`src/rtl/gcg_pkg.sv`:
```
package gcg_pkg;
   localparam int unsigned WORD_W = 32;
   localparam int unsigned STRB_W = WORD_W / 8;

   typedef logic [WORD_W-1:0] word_t;
   typedef logic [STRB_W-1:0] strb_t;

   // Expand byte strobes into a per-bit write mask
   function automatic word_t strb_to_mask(input strb_t strb);
      word_t m;
      for (int b = 0; b < STRB_W; b++) begin
         m[8*b +: 8] = {8{strb[b]}};
      end
      return m;
   endfunction
endpackage

```
`src/rtl/gcg_lock_reg.sv`:
```
module gcg_lock_reg #(
   parameter int unsigned NUM_PADS = 24
) (
   input  logic                clk_i,
   input  logic                rst_ni,
   input  logic                wr_i,
   input  logic [NUM_PADS-1:0] wmask_i,
   input  logic [NUM_PADS-1:0] wdata_i,
   output logic [NUM_PADS-1:0] lock_o
);
   logic [NUM_PADS-1:0] lock_q;

   always_ff @(posedge clk_i or negedge rst_ni) begin
      if (!rst_ni) lock_q <= '0;
      else if (wr_i) lock_q <= (lock_q & ~wmask_i) | (wdata_i & wmask_i);
   end

   assign lock_o = lock_q;

   for (genvar n = 0; n < NUM_PADS; n++) begin : g_chk
      // lock bits follow written value in both directions
      p_lock_write_r3: assert property (@(posedge clk_i) disable iff (!rst_ni)
         (wr_i && wmask_i[n]) |=> (lock_q[n] == $past(wdata_i[n])));
   end
endmodule

```
`src/rtl/gcg_guard_vec.sv`:
```
module gcg_guard_vec #(
   parameter int unsigned NUM_PADS = 24
) (
   input  logic                clk_i,
   input  logic                rst_ni,
   input  logic                wr_i,
   input  logic [NUM_PADS-1:0] wmask_i,
   input  logic [NUM_PADS-1:0] wdata_i,
   input  logic [NUM_PADS-1:0] prot_i,
   output logic [NUM_PADS-1:0] q_o
);
   logic [NUM_PADS-1:0] q;

   for (genvar n = 0; n < NUM_PADS; n++) begin : g_bit
      always_ff @(posedge clk_i or negedge rst_ni) begin
         if (!rst_ni) q[n] <= 1'b0;
         else if (wr_i && wmask_i[n] && !prot_i[n]) q[n] <= wdata_i[n];
      end

      // a protected pad's bit in this vector never moves
      p_bit_hold_r5: assert property (@(posedge clk_i) disable iff (!rst_ni)
         prot_i[n] |=> $stable(q[n]));
   end

   assign q_o = q;
endmodule

```
`src/rtl/gcg_pad_cfg.sv`:
```
module gcg_pad_cfg
   import gcg_pkg::*;
#(
   parameter int unsigned TX_BITS = 1
) (
   input  logic  clk_i,
   input  logic  rst_ni,
   input  logic  wr_i,
   input  word_t wmask_i,
   input  word_t wdata_i,
   input  logic  prot_i,
   output word_t cfg_o
);
   localparam word_t FREE_MASK = word_t'((64'd1 << TX_BITS) - 64'd1);

   word_t cfg_q;
   word_t eff_mask;

   assign eff_mask = prot_i ? (wmask_i & FREE_MASK) : wmask_i;

   always_ff @(posedge clk_i or negedge rst_ni) begin
      if (!rst_ni) cfg_q <= '0;
      else if (wr_i) cfg_q <= (cfg_q & ~eff_mask) | (wdata_i & eff_mask);
   end

   assign cfg_o = cfg_q;

   // lockable fields hold while protected
   p_cfg_locked_hold_r4: assert property (@(posedge clk_i) disable iff (!rst_ni)
      prot_i |=> $stable(cfg_q[WORD_W-1:TX_BITS]));
   // TX field always written when its byte is enabled
   p_tx_write_r4: assert property (@(posedge clk_i) disable iff (!rst_ni)
      (wr_i && wmask_i[0]) |=> (cfg_q[0] == $past(wdata_i[0])));
   // unprotected full-word write lands entirely
   p_cfg_free_write_r6: assert property (@(posedge clk_i) disable iff (!rst_ni)
      (wr_i && !prot_i && (wmask_i == '1)) |=> (cfg_q == $past(wdata_i)));
   // a byte without strobe keeps its value
   p_top_byte_kept_r8: assert property (@(posedge clk_i) disable iff (!rst_ni)
      (!wr_i || !wmask_i[WORD_W-1]) |=> $stable(cfg_q[WORD_W-1:WORD_W-8]));
endmodule

```
`src/rtl/gpio_cfg_guard.sv`:
```
module gpio_cfg_guard
   import gcg_pkg::*;
#(
   parameter int unsigned NUM_PADS = 24,
   parameter int unsigned ADDR_W   = 12,
   parameter int unsigned CFG_BASE = 32'h000,
   parameter int unsigned NMI_OFS  = 32'h100,
   parameter int unsigned HSW_OFS  = 32'h104,
   parameter int unsigned LOCK_OFS = 32'h118,
   parameter int unsigned TX_BITS  = 1
) (
   input  logic                clk_i,
   input  logic                rst_ni,
   input  logic                req_i,
   input  logic                we_i,
   input  logic [ADDR_W-1:0]   addr_i,
   input  logic [3:0]          be_i,
   input  logic [31:0]         wdata_i,
   input  logic [NUM_PADS-1:0] host_own_i,
   output logic                ready_o,
   output logic [31:0]         rdata_o
);
   localparam logic [ADDR_W-1:0] A_LOCK = ADDR_W'(LOCK_OFS);
   localparam logic [ADDR_W-1:0] A_NMI  = ADDR_W'(NMI_OFS);
   localparam logic [ADDR_W-1:0] A_HSW  = ADDR_W'(HSW_OFS);
   localparam int unsigned CFG_END = CFG_BASE + 4 * NUM_PADS;

   // Elaboration-time parameter checks
   if (NUM_PADS < 1 || NUM_PADS > WORD_W) begin : g_bad_pads
      $error("NUM_PADS must lie in 1..32");
   end
   if (TX_BITS < 1 || TX_BITS >= WORD_W) begin : g_bad_tx
      $error("TX_BITS must lie in 1..31");
   end
   if ((CFG_BASE % 4) != 0 || (NMI_OFS % 4) != 0 || (HSW_OFS % 4) != 0 || (LOCK_OFS % 4) != 0)
   begin : g_bad_align
      $error("register offsets must be word aligned");
   end
   if ((CFG_END > NMI_OFS && CFG_BASE <= NMI_OFS) || (CFG_END > HSW_OFS && CFG_BASE <= HSW_OFS) ||
       (CFG_END > LOCK_OFS && CFG_BASE <= LOCK_OFS)) begin : g_bad_overlap
      $error("configuration window overlaps a vector register");
   end
   if ((64'd1 << ADDR_W) <= 64'(LOCK_OFS) || (64'd1 << ADDR_W) < 64'(CFG_END)) begin : g_bad_addr
      $error("ADDR_W too narrow for the register map");
   end

   word_t               wmask;
   logic                wr;
   logic                hit_lock, hit_nmi, hit_hsw;
   logic [NUM_PADS-1:0] hit_cfg;
   logic [NUM_PADS-1:0] lock_v, nmi_v, hsw_v, prot;
   word_t               cfg_v [NUM_PADS];
   word_t               rd_mux;
   word_t               rdata_q;
   logic                ready_q;
   logic                rd_lock_q;

   assign wmask    = strb_to_mask(be_i);
   assign wr       = req_i && we_i;
   assign hit_lock = (addr_i == A_LOCK);
   assign hit_nmi  = (addr_i == A_NMI);
   assign hit_hsw  = (addr_i == A_HSW);
   // Protection combines lock and current ownership with no register stage
   assign prot     = lock_v & host_own_i;

   gcg_lock_reg #(.NUM_PADS(NUM_PADS)) u_lock (
      .clk_i   (clk_i),
      .rst_ni  (rst_ni),
      .wr_i    (wr && hit_lock),
      .wmask_i (wmask[NUM_PADS-1:0]),
      .wdata_i (wdata_i[NUM_PADS-1:0]),
      .lock_o  (lock_v)
   );

   gcg_guard_vec #(.NUM_PADS(NUM_PADS)) u_nmi (
      .clk_i   (clk_i),
      .rst_ni  (rst_ni),
      .wr_i    (wr && hit_nmi),
      .wmask_i (wmask[NUM_PADS-1:0]),
      .wdata_i (wdata_i[NUM_PADS-1:0]),
      .prot_i  (prot),
      .q_o     (nmi_v)
   );

   gcg_guard_vec #(.NUM_PADS(NUM_PADS)) u_hsw (
      .clk_i   (clk_i),
      .rst_ni  (rst_ni),
      .wr_i    (wr && hit_hsw),
      .wmask_i (wmask[NUM_PADS-1:0]),
      .wdata_i (wdata_i[NUM_PADS-1:0]),
      .prot_i  (prot),
      .q_o     (hsw_v)
   );

   for (genvar n = 0; n < NUM_PADS; n++) begin : g_pad
      assign hit_cfg[n] = (addr_i == ADDR_W'(CFG_BASE + 4 * n));

      gcg_pad_cfg #(.TX_BITS(TX_BITS)) u_cfg (
         .clk_i   (clk_i),
         .rst_ni  (rst_ni),
         .wr_i    (wr && hit_cfg[n]),
         .wmask_i (wmask),
         .wdata_i (wdata_i),
         .prot_i  (prot[n]),
         .cfg_o   (cfg_v[n])
      );
   end

   always_comb begin
      rd_mux = '0;
      if (hit_lock) rd_mux = word_t'(lock_v);
      if (hit_nmi)  rd_mux = word_t'(nmi_v);
      if (hit_hsw)  rd_mux = word_t'(hsw_v);
      for (int n = 0; n < NUM_PADS; n++) begin
         if (hit_cfg[n]) rd_mux = cfg_v[n];
      end
   end

   always_ff @(posedge clk_i or negedge rst_ni) begin
      if (!rst_ni) begin
         ready_q   <= 1'b0;
         rdata_q   <= '0;
         rd_lock_q <= 1'b0;
      end else begin
         ready_q   <= req_i;
         rdata_q   <= (req_i && !we_i) ? rd_mux : '0;
         rd_lock_q <= req_i && !we_i && hit_lock;
      end
   end

   assign ready_o = ready_q;
   assign rdata_o = rdata_q;

   // one response per request, exactly one cycle later
   p_ready_follows_req_r9: assert property (@(posedge clk_i) disable iff (!rst_ni)
      req_i |=> ready_o);
   p_ready_idle_r9: assert property (@(posedge clk_i) disable iff (!rst_ni)
      !req_i |=> !ready_o);

   if (NUM_PADS < WORD_W) begin : g_rsvd_chk
      // reserved lock bits return zero
      p_lock_rsvd_zero_r2: assert property (@(posedge clk_i) disable iff (!rst_ni)
         (ready_o && rd_lock_q) |-> (rdata_o[WORD_W-1:NUM_PADS] == '0));
   end
endmodule

```
`config.mk`:
```
export PLATFORM = sky130hd
export DESIGN_NAME = gpio_cfg_guard
export DESIGN_NICKNAME = d
export VERILOG_FILES = /design/src/rtl/gcg_pkg.sv /design/src/rtl/gcg_lock_reg.sv /design/src/rtl/gcg_guard_vec.sv /design/src/rtl/gcg_pad_cfg.sv /design/src/rtl/gpio_cfg_guard.sv
export SDC_FILE = /design/constraint.sdc
export NUM_CORES = 1
export LEC_CHECK = 0
export BUFFER_PORTS_ARGS = -buffer_cell sky130_fd_sc_hd__buf_2
export CORE_UTILIZATION = 58
export CTS_CLUSTER_SIZE = 30
export DETAILED_ROUTE_END_ITERATION = 8
export HOLD_SLACK_MARGIN = 0.12
export PLACE_DENSITY = 0.78
export REMOVE_ABC_BUFFERS = 1
export SLEW_MARGIN = 20
export SYNTH_ARGS = -nofsm -noshare
export SYNTH_HDL_FRONTEND = slang
export SYNTH_HIERARCHICAL = 1
export SYNTH_SLANG_ARGS = --single-unit
```
`constraint.sdc`:
```
create_clock -name clk_i -period 1.85 [get_ports clk_i]
set_input_delay 0.37 -clock clk_i [delete_from_list [all_inputs] [get_ports clk_i]]
set_output_delay 0.37 -clock clk_i [all_outputs]
set_load 0.1 [all_outputs]
```
==> out/metrics.sh, run 1 <==
GRT_ANTENNA_BEFORE_REPAIR=52
DIEHEIGHT_UM=293
YOSYS_WARNINGS=6
GLOBAL_ROUTE.USAGE.TOTAL_PCT=79.7
SYNTHMOSTINSTANTIATEDCELL='dfrtp_1'
GRT_START_MAX_NET_PINS=83
EDFF_COUNT_SYNTH=0
REPAIR-TIMING-GRT-WORST-EP='rdata_o[1]$_DFF_PN0_/D'
GRT.OVERFLOW.TOTAL=114
FLOW.FIRST_ERROR='[ERROR GRT-0232] Routing congestion too high. Check the congestion heatmap in the GUI.'
START_UTIL_PCT=58.7
FAILED_STAGE='global routing'
H-TREE-DEPTH=3
SYNTH_TOP_CELLS_BY_AREA='dfrtp_1 (44%), mux2_4 (23%), nand3b_1 (12%), a22oi_1 (2.1%), mux2_2 (2.1%)'
ROOT_BUFFER='clkbuf_16'
PLACEMENT_ROWS=106
DIE_W_UM=293
TOP_LEVEL_PORTS=109
ASYNC_FLOP_SHARE_PCT=100
SYNTH.TOP_CELL.AREA_SHARE_PCT=44.5
POSTSYNTHCELLCOUNT=3901
SYNTH_TOP_CELLS_BY_COUNT='dfrtp_1 (873), nand3b_1 (795), mux2_4 (756), a22oi_1 (137), clkbuf_1 (126)'
GP_CONGESTION=1.01
SYNTH.CELL_AREA_UM2=49100
PLACED_AREA_UM2=56000
POSTSYNTH.TOPFLOPCELL='dfrtp_1'
CLOCKBUFFERDEPTH=3
YS_FF_LATCH=873
AVGSYNTHCELLAREA_UM2=12.6
WORST-ENDPOINT-PIN-KIND='register input'
CLKSINKCOUNT=873
CTS_INSERTED_BUFFERS=95
DETAILEDPLACEMENTHPWL_MM=127
SYNTH_LARGEST_AREA_CELL='dfrtp_1'
SYNTH_UNIQUE_CELLS=83
PORT_BUFFERS=108
SHARE_OF_SYNTHESIZED_AREA_OCCUPIED_BY_FLIP_FLOPS_AND_LATCHES_PCT=44.5
STATUS='stopped before the end'
==> through the flow <==
step                      setup WS (ns)  std cells
after floorplan                   -2.81       3623
after global placement            -1.71       5502
after detailed placement          -1.75       5502
after CTS                        -0.384       6019
==> metal layers <==
layer,GRT usage [%],overflow
met5,54.3,1
met4,75.5,55
met3,73.3,6
met2,89.8,49
met1,79.1,3
==> timing repair <==
| action | CTS |
|---|---|
| pin swaps | 198 |
| endpoints found under the setup margin | 878 |
| hold endpoints to repair | 311 |
| hold buffers | 2 |
| setup buffers | 287 |
| resized for setup | 686 |
| gates cloned | 73 |
==> cells by family after synthesis <==
group | after synthesis | synth area share [%]
AO/OA/AOI/OAI | 606 | 8.79
buffers and inverters | 293 | 3.74
flip-flops | 873 | 44.5
multiplexers | 860 | 25.5
AND/OR/NAND/NOR | 1269 | 17.5
==> run 2: changes to the inputs <==
--- a/config.mk
+++ b/config.mk
@@ -6,11 +6,9 @@
 export NUM_CORES = 1
 export LEC_CHECK = 0
 export BUFFER_PORTS_ARGS = -buffer_cell sky130_fd_sc_hd__buf_2
-export CORE_UTILIZATION = 58
-export CTS_CLUSTER_SIZE = 30
+export CORE_UTILIZATION = 40
 export DETAILED_ROUTE_END_ITERATION = 8
-export HOLD_SLACK_MARGIN = 0.12
-export PLACE_DENSITY = 0.78
+export PLACE_DENSITY_LB_ADDON = 0.15
 export REMOVE_ABC_BUFFERS = 1
 export SLEW_MARGIN = 20
 export SYNTH_ARGS = -nofsm -noshare
==> constraint.sdc (replaced) <==
create_clock -name clk_i -period 2.4 [get_ports clk_i]
set_input_delay 0.48 -clock clk_i [delete_from_list [all_inputs] [get_ports clk_i]]
set_output_delay 0.48 -clock clk_i [all_outputs]
set_load 0.1 [all_outputs]
==> out/metrics.sh, run 2 <==
MAXCAPVIOLATIONS=0
CRITICAL_PATH.STARTPOINT_TYPE='input port'
DETAILEDPLACEMENTHPWL_MM=143
SYNTH_TOP_CELLS_BY_COUNT='dfrtp_1 (873), nand3b_1 (795), mux2_4 (756), a22oi_1 (137), clkbuf_1 (126)'
COMBINATIONALPOWERSHARE_PCT=5.8
CRITICAL_PATH_CLASS='input port to flop'
EDFF_COUNT_SYNTH=0
VIASPERCELL=6.31
FINAL.SETUP_SKEW_NS=0.0201
TIMING.FINAL.SETUP_VIOLATIONS=2
GLOBAL_ROUTE.USAGE.TOTAL_PCT=34.0
WHS_NS=0.249
TIMING.CRITICAL_PATH.REQUIRED_NS=3.05
YOSYS_WARNINGS=6
FINAL.SETUP.TNS_NS=-0.0304
TIMING.RR.END='rdata_o[27]'
SYNTH_LARGEST_AREA_CELL='dfrtp_1'
POSTSYNTH.TOPFLOPCELL='dfrtp_1'
POSTLAYOUTSETUPSLACKWORST_NS=-0.0171
H-TREE-DEPTH=3
POSTSYNTHCELLCOUNT=3901
GP_CONGESTION=0.917
REPORTED_LEAKAGE_POWER_nW=29.1
ANTENNA_VIOLATING_NETS_POST_ROUTE=0
START_UTIL_PCT=40.3
POSTROUTEWIRELENGTH_MM=215
CLOCK.FMAX_MHz=414
ASYNC_FLOP_SHARE_PCT=100
CRIT_START='addr_i[7]'
SYNTH.TOP_CELL.AREA_SHARE_PCT=44.5
SYNTHMOSTINSTANTIATEDCELL='dfrtp_1'
MOST-COMMON-LAYOUT-CELLS='dfrtp_1 (873), nand3b_1 (795), mux2_4 (756), buf_4 (505), buf_12 (163)'
SYNTH.CELL_AREA_UM2=49100
GRT_ANTENNA_BEFORE_REPAIR=17
WIRE_LENGTH_OF_THE_FIRST_GLOBAL_ROUTING_PASS_MM=306
SHARE_OF_SYNTHESIZED_AREA_OCCUPIED_BY_FLIP_FLOPS_AND_LATCHES_PCT=44.5
PLACED_AREA_UM2=57200
AVGSYNTHCELLAREA_UM2=12.6
ROOT_BUFFER='clkbuf_16'
CTS_INSERTED_BUFFERS=102
CRIT_PATH_CAPTURE='rdata_o[20]'
RSZ_0062_RAISED_AFTER_GLOBAL_ROUTING='true'
HOLDCRITPATHCLASS='input port to async pin'
DESIGN_AREA_UM2=61600
SYNTH_TOP_CELLS_BY_AREA='dfrtp_1 (44%), mux2_4 (23%), nand3b_1 (12%), a22oi_1 (2.1%), mux2_2 (2.1%)'
REG2REGPATHDEPTH=7
POWER.SHARE.SWITCHING_PCT=25.0
POWER_PER_CELL_AREA_nW_PER_UM2=537
GRT_PASS1_VIAS=39400
VIA_COUNT=39400
OVERALL_POWER_mW=33.1
TOP_LEVEL_PORTS=109
CLKTRANSATPATHREGS_NS=0.06
WL_PER_CELL_UM=34.5
YS_FF_LATCH=873
POWER.NET_SWITCHING_mW=8.29
CRIT_ARRIVAL_NS=3.07
IR_WORST_VDD_uV=567
DR.FIRST_ITER.DRC_COUNT=4760
SYNTH_UNIQUE_CELLS=83
SYN2LAYOUT_AREA_GROWTH_PCT=25.3
FINAL_PERIOD_DEMAND_OF_THE_WORST_PATH_NS=2.42
PWR-SHARE-SEQ_PCT=44.6
FIRSTDRTPASSITERS=6
SLEW_OF_THE_PIN_WITH_THE_LOWEST_SLEW_MARGIN_NS=0.959
SHARE_CLK_OF_TOTAL_POWER_PCT=49.7
MAXSLEWVIOLCOUNT=0
PORT_BUFFERS=108
DRIVE_ABOVE_1_SHARE_PCT=42.6
MAXSLEWHEADROOM_PCT=36.1
GRT.OVERFLOW.TOTAL=0
CLKSINKCOUNT=873
FIN_NETS=4604
DIE_W_UM=352
R2R_SLACK_NS=0.01
FINAL.PERIOD_UTILIZATION_PCT=101
DIEHEIGHT_UM=352
COREAREA_UM2=122000
VIOLATIONS='setup timing'
STATUS='finished, violations left'
CTS_TREE='yes'
PLACEMENT_ROWS=128
GRT_START_MAX_NET_PINS=87
ROUTE.DETAILED.DRC=0
LAYOUT.CELLS.MOST_COMMON='dfrtp_1'
TIMING_HOLD_VIOLATIONS_FINAL=0
P_INT_mW=24.8
CRITICAL_PATH.MAX_FANOUT=10
CLOCKBUFFERDEPTH=3
CLOCK_LATENCY_NS=0.74
CRITICAL_PATH.ENDPOINT_TYPE='flop'
DIE-AREA_UM2=124000
FINALCOREUTILIZATION_PCT=50.5
## run 2: cell counts after synthesis
Identical to the previous run, type by type.
## run 2: timing repair
item                                    in CTS  in global routing
endpoints found under the setup margin     109                107
pin swaps                                   17                 33
hold buffers                                 2                  0
resized for setup                           44                 79
buffers inserted                            11                 25
gates cloned                                 1                  0
endpoints found under the hold margin       34                  0
## run 2: layout make-up
cell class,count,area (um^2)
inverters,15,56.3
clock buffers,148,2990
flip-flops and latches,873,21800
repair buffers,801,7960
well taps,1625,2030
multi-input cells,2735,26200
diodes,3,7.51
clock inverters,42,467
fillers,10700,60300
## run 2: metrics by stage
stage	worst slack, ns	cells
2_1_floorplan	-2.37	3623
3_3_place_gp	-1.32	6016
3_5_place_dp	-1.24	6016
4_1_cts	-0.0406	6220
5_1_grt	-0.0547	6239
6_report	-0.0171	6242
## run 2: how the worst min path moves through the flow
stage	from	end	slack [ns]
final	rst_ni	async pin	0.25
after global placement	rst_ni	async pin	0.43
after floorplan	rst_ni	async pin	0.18
after global routing	rst_ni	async pin	0.26
after detailed placement	rst_ni	async pin	0.43
after CTS	rst_ni	async pin	0.23
## run 2: layer usage
layer  global-route usage (%)  part of all wire (%)  wire [um]  vias to the layer above
met3                     5.99                   8.1      17400                      417
li1                         -                     -          -                    16100
met4                     13.5                   4.5       9650                        6
met2                     51.8                    44      95200                     2028
met1                     47.7                    43      93000                    20900
met5                        0                 0.017         36                        -
## run 2: cell families (layout without fill, tap and decap cells)
group	count (synthesis)	after routing	synth area share [%]
and+or+nand+nor	1269	1269	17.5
DFF	873	873	44.5
muxes	860	860	25.5
AOI/OAI and AO/OA	606	606	8.79
buffers and inverters	293	1006	3.74
other	0	3	0
## run 2: worst max-delay path, stage by stage
cell      delay [ns]
buf_2           0.13
buf_4           0.15
buf_8           0.14
or4bb_1         0.51
buf_4           0.22
nor3_4          0.36
a221oi_1        0.10
or4_4           0.57
a31oi_4         0.16
o21ai_2         0.09
a31oi_1         0.16
## run 2: power groups by stage
stage	combinational [mW]	sequential (mW)	clock, mW
2_1_floorplan	0.201	15.0	0
3_3_place_gp	1.85	15.0	0
3_5_place_dp	1.85	15.0	0
4_1_cts	1.87	14.8	16.6
5_1_grt	1.98	14.7	17.1
6_report	1.91	14.8	16.4
(Power assumes the default switching activity.)
